--- src/rtl/shs_pkg.sv ---
`timescale 1ns/1ps
package shs_pkg;
  localparam int unsigned CODE_W = 2;
  typedef logic [CODE_W-1:0] code_t;
endpackage

--- src/rtl/shs_dwell_timer.sv ---
`timescale 1ns/1ps
module shs_dwell_timer #(
  parameter int unsigned PERIOD_W = 8
) (
  input  logic                clk_i,
  input  logic                rst_ni,
  input  logic                run_i,
  input  logic                clear_i,
  input  logic [PERIOD_W-1:0] period_i,
  output logic                expire_o
);
  localparam logic [PERIOD_W-1:0] ONE = PERIOD_W'(1);

  logic [PERIOD_W-1:0] dwell_q;
  logic [PERIOD_W-1:0] limit;

  // zero period behaves as one cycle
  assign limit    = (period_i == '0) ? '0 : period_i - ONE;
  assign expire_o = run_i && !clear_i && (dwell_q >= limit);

  always_ff @(posedge clk_i or negedge rst_ni) begin
    if (!rst_ni) begin
      dwell_q <= '0;
    end else if (run_i) begin
      if (clear_i || expire_o) dwell_q <= '0;
      else                     dwell_q <= dwell_q + ONE;
    end
  end
endmodule

--- src/rtl/shs_code_counter.sv ---
`timescale 1ns/1ps
module shs_code_counter
  import shs_pkg::*;
(
  input  logic  clk_i,
  input  logic  rst_ni,
  input  logic  step_i,
  output code_t code_o
);
  localparam code_t STEP = code_t'(1);

  code_t code_q;

  always_ff @(posedge clk_i or negedge rst_ni) begin
    if (!rst_ni)     code_q <= '0;
    else if (step_i) code_q <= code_q + STEP;  // wraps naturally
  end

  assign code_o = code_q;
endmodule

--- src/rtl/shs_lock_ctrl.sv ---
`timescale 1ns/1ps
module shs_lock_ctrl #(
  parameter int unsigned LOST_PERIODS = 4
) (
  input  logic clk_i,
  input  logic rst_ni,
  input  logic run_i,
  input  logic sync_valid_i,
  input  logic sync_lost_i,
  input  logic expire_i,
  output logic locked_o,
  output logic advance_o,
  output logic restart_o
);
  localparam int unsigned MISS_W = (LOST_PERIODS > 1) ? $clog2(LOST_PERIODS) : 1;
  localparam logic [MISS_W-1:0] MISS_LAST = MISS_W'(LOST_PERIODS - 1);
  localparam logic [MISS_W-1:0] MISS_ONE  = MISS_W'(1);

  logic              locked_q;
  logic [MISS_W-1:0] miss_q;

  // explicit loss while locked; a coincident valid sync keeps the lock
  assign restart_o = run_i && locked_q && sync_lost_i && !sync_valid_i;
  assign advance_o = expire_i && !locked_q;

  always_ff @(posedge clk_i or negedge rst_ni) begin
    if (!rst_ni) begin
      locked_q <= 1'b0;
      miss_q   <= '0;
    end else if (run_i) begin
      if (sync_valid_i) begin
        locked_q <= 1'b1;
        miss_q   <= '0;
      end else if (restart_o) begin
        locked_q <= 1'b0;
        miss_q   <= '0;
      end else if (expire_i && locked_q) begin
        if (miss_q == MISS_LAST) begin
          locked_q <= 1'b0;
          miss_q   <= '0;
        end else begin
          miss_q <= miss_q + MISS_ONE;
        end
      end
    end
  end

  assign locked_o = locked_q;
endmodule

--- src/rtl/std_select_hunter.sv ---
`timescale 1ns/1ps
module std_select_hunter
  import shs_pkg::*;
#(
  parameter int unsigned PERIOD_W     = 8,
  parameter int unsigned LOST_PERIODS = 4
) (
  input  logic                clk_i,
  input  logic                rst_ni,
  input  logic                enable_i,
  input  logic                sync_valid_i,
  input  logic                sync_lost_i,
  input  logic [PERIOD_W-1:0] period_i,
  output logic [CODE_W-1:0]   code_o,
  output logic                locked_o
);
  logic expire;
  logic advance;
  logic restart;
  logic dwell_clear;

  assign dwell_clear = sync_valid_i || restart;

  shs_dwell_timer #(.PERIOD_W(PERIOD_W)) u_dwell (
    .clk_i    (clk_i),
    .rst_ni   (rst_ni),
    .run_i    (enable_i),
    .clear_i  (dwell_clear),
    .period_i (period_i),
    .expire_o (expire)
  );

  shs_lock_ctrl #(.LOST_PERIODS(LOST_PERIODS)) u_lock (
    .clk_i        (clk_i),
    .rst_ni       (rst_ni),
    .run_i        (enable_i),
    .sync_valid_i (sync_valid_i),
    .sync_lost_i  (sync_lost_i),
    .expire_i     (expire),
    .locked_o     (locked_o),
    .advance_o    (advance),
    .restart_o    (restart)
  );

  shs_code_counter u_code (
    .clk_i  (clk_i),
    .rst_ni (rst_ni),
    .step_i (advance),
    .code_o (code_o)
  );
endmodule

--- config.mk ---
export PLATFORM = sky130hd
export DESIGN_NAME = std_select_hunter
export DESIGN_NICKNAME = d
export VERILOG_FILES = /design/src/rtl/shs_pkg.sv /design/src/rtl/shs_dwell_timer.sv /design/src/rtl/shs_code_counter.sv /design/src/rtl/shs_lock_ctrl.sv /design/src/rtl/std_select_hunter.sv
export SDC_FILE = /design/constraint.sdc
export NUM_CORES = 1
export LEC_CHECK = 0
export BUFFER_PORTS_ARGS = -buffer_cell sky130_fd_sc_hd__buf_2
export CORE_ASPECT_RATIO = 0.8
export CORE_UTILIZATION = 52
export CTS_BUF_LIST = sky130_fd_sc_hd__clkbuf_4
export DETAILED_ROUTE_END_ITERATION = 10
export GPL_TIMING_DRIVEN = 0
export PLACE_DENSITY = 0.89
export REMOVE_ABC_BUFFERS = 1
export SLEW_MARGIN = 40
export SYNTH_ARGS = -nofsm -noshare
export SYNTH_HDL_FRONTEND = slang
export SYNTH_SLANG_ARGS = --single-unit
--- constraint.sdc ---
create_clock -name clk_i -period 2.1 [get_ports clk_i]
set_clock_uncertainty 0.05 [all_clocks]
set_input_delay 0.42 -clock clk_i [delete_from_list [all_inputs] [get_ports clk_i]]
set_output_delay 0.42 -clock clk_i [all_outputs]
set_load 0.02 [all_outputs]
==> out/metrics.cfg <==
[synthesis]
yosysSeqAreaShare_pct=33.4
synth.ff_latch_count=13
synth_edf_count=0
yosysUniqueCellTypes=31
syn-cell-area_sq_um=973
yosysWarnings=0
syn_inst=111
syn_area_per_cell_sq_um=8.77
synth_flop_cell=dfrtp_1
synthArstFlopShare_pct=100

[worst_hold_path]
min_to=u_lock.miss_q[0]
min_path_cells=1
min_from=u_lock.miss_q[0]
hold_path.class=flop to flop

[power]
irDropWorstVdd_v=0.000697
combPwrFrac_pct=32.6
switchingPower_mw=0.229
p_int_mw=0.451
pwr-share-seq_pct=41.1
clock_power_share_pct=26.3
power.density_nw_per_um2=466
power_leakage_nw=0.675
swShare_pct=33.7
p_total_mw=0.681

[worst_setup_path]
critPathLaunchType=primary input
rrSetupSlack_ps=-140
required_ps=2280
cp_data_arrival_time_ps=3090
reg2reg_from=u_dwell.dwell_q[2]
reg2reg_depth=6
r2r-end=u_lock.miss_q[0]
critPathKind=primary input to flop
path_max_fanout=6
crit_path_end_kind=flop

[routing]
drc=0
routedWlPerCell_microns=23.1
vias=1152
vias_per_cell=6.90
drt_iter0_drc=63
drtAntennaViolNets=0
drtPass1Iterations=5
wl_mm=3.86

[run_status]
violations=setup timing
status=finished, violations left

[final_layout]
nFillCells=69
area_delta_synth_final_pct=50.0
nNetsFinal=170
layout-drive-gt1-share_pct=43.4
diodes=0

[grt]
grt_first_pass_wirelength_mm=5.06
grt_overflow=0
antenna_found_initial=0
first_global_vias=1040
grt_max_degree=14
groute.usage.overall_pct=36.5

[floorplanning]
fp.coreArea_sq_um=1690
initial_core_util_pct=57.5
die_area_sq_um=2050
die_h_microns=40.7
row_count=13
dieWidth_microns=50.4
io_pins=16

[clocking]
root_buffer=clkbuf_4
htree_levels=1
numCtsBuffers=3
worstSkewPairLatency_ps=280
path_clk_slew_ps=90
clk_path_buf_depth=2
cts_tree=done
cts.sinks=13

[flow_run]
maxCapViolCount=0

[place]
dp_slack_ps=-1600
place_congestion=0.797
dp_hpwl_mm=1.67
portBuffers=15

[timing]
fin_ws_ps=-814
drv_slew=0
worst_pin_slew_ps=487
final_hold_viol_count=0
max_slew_margin_pct=67.4
rsz0062_at_grt=yes
fmax_ghz=0.343
min_period_over_period_pct=139
finalSetupViolations=13
period_needed_ps=2910

-- critical path, stage by stage --
cell	delay, ps
buf_8	110
inv_6	60
ha_4	130
nor2b_4	160
nand3b_1	110
or3_4	400
and2_4	190
ha_4	200
nand2b_4	140
a2111oi_4	460
o211ai_1	140
buf_4	210
nor3_1	230
a21o_1	120
-- metrics by stage --
step | area (sq um) | util [%] | instances | hold WS [ps] | TNS, ps
after floorplan | 970 | - | 110 | 74.4 | -11290
final | 1460 | 86.3 | 167 | 457 | -9490
after global routing | 1460 | 86.3 | 167 | 457 | -9600
after detailed placement | 1070 | 63.4 | 147 | 275 | -18800
after global placement | 1070 | 63.4 | 147 | 267 | -16600
after CTS | 1360 | 80.2 | 163 | 432 | -6360
-- how the worst max path moves through the flow --
stage                                     to  depth (start not counted)         from  slack [ps]
final                     u_dwell.dwell_q[2]                         14  period_i[0]        -810
after global routing      u_dwell.dwell_q[2]                         14  period_i[0]        -880
after CTS                   u_lock.miss_q[0]                         13  period_i[1]        -610
after detailed placement  u_dwell.dwell_q[2]                         13  period_i[0]       -1600
after global placement    u_dwell.dwell_q[2]                         13  period_i[0]       -1390
after floorplan           u_dwell.dwell_q[2]                         12  period_i[0]        -970
-- metal layers --
layer  GRT usage, %  share of wire (%)  up-vias
met5              0                  0        -
met4           33.3                7.3        0
met3           13.7                 14       39
met2           63.7                 46      120
met1           35.9                 33      521
li1               -                  -      472
-- Yosys cell counts, drive strengths merged (2+ instances only) --
cell | n | area share, %
xnor2 | 2 | 1.8
o2bb2ai | 2 | 1.8
nor2 | 6 | 2.3
o21ai | 6 | 3.1
nand2b | 4 | 2.6
dfrtp | 13 | 33
ha | 11 | 14
a21o | 3 | 2.3
inv | 6 | 2.3
a21oi | 8 | 4.1
mux2i | 4 | 4.1
xor2 | 5 | 4.5
nor3 | 4 | 2.1
o21a | 2 | 1.7
nand2 | 12 | 4.6
nor2b | 4 | 2.6
nand3 | 5 | 2.6
or3 | 3 | 1.9
-- layout by cell type (no fill, tap or decap), types with 5 or more instances in the layout --
| master | instances |
|---|---|
| a21oi_2 | 5 |
| buf_2 | 13 |
| buf_4 | 11 |
| buf_6 | 5 |
| dfrtp_1 | 13 |
| ha_1 | 6 |
| nand2_1 | 10 |
| nand3_1 | 5 |
| nor2_1 | 6 |
| xor2_1 | 5 |
-- registers in the layout (all words and copies together), names as in the netlist --
register	cells
u_code.code_o	2
u_dwell.dwell_q	8
u_lock.miss_q	2
u_lock.locked_o	1
-- repair_timing --
| item | 4_1_cts | 5_1_grt |
|---|---|---|
| setup endpoints to repair | 13 | 13 |
| hold endpoints to repair | 13 | 0 |
| resized for setup | 36 | 14 |
| buffers inserted | 11 | 4 |
| pin swaps | 17 | 11 |
| hold buffers | 1 | 0 |
-- cell type report --
cell class                 count  area [sq um]  share of cell area (%)
multi-input combinational     91           818                    56.0
sequential                    13           325                    22.3
timing repair buffer          31           229                    15.7
tap                           22          27.5                    1.89
clock buffer                   4          30.0                    2.06
inverter                       6          30.0                    2.06
-- kinds of logic after synthesis --
logic type | after synthesis | synth area share, %
xor+xnor | 7 | 6.30
mux | 4 | 4.11
compound gates | 26 | 16.8
buf+inv | 7 | 2.70
simple gates | 43 | 22.5
flops | 13 | 33.4
fa+ha+maj | 11 | 14.1
-- power by group through the flow --
| stage | Sequential [mW] | Combinational (mW) | Clock, mW |
|---|---|---|---|
| 2_1_floorplan | 0.280 | 0.0642 | 0 |
| 3_3_place_gp | 0.277 | 0.103 | 0 |
| 3_5_place_dp | 0.278 | 0.110 | 0 |
| 4_1_cts | 0.275 | 0.179 | 0.176 |
| 5_1_grt | 0.280 | 0.233 | 0.193 |
| 6_report | 0.280 | 0.222 | 0.179 |
(Power assumes the default switching activity.)
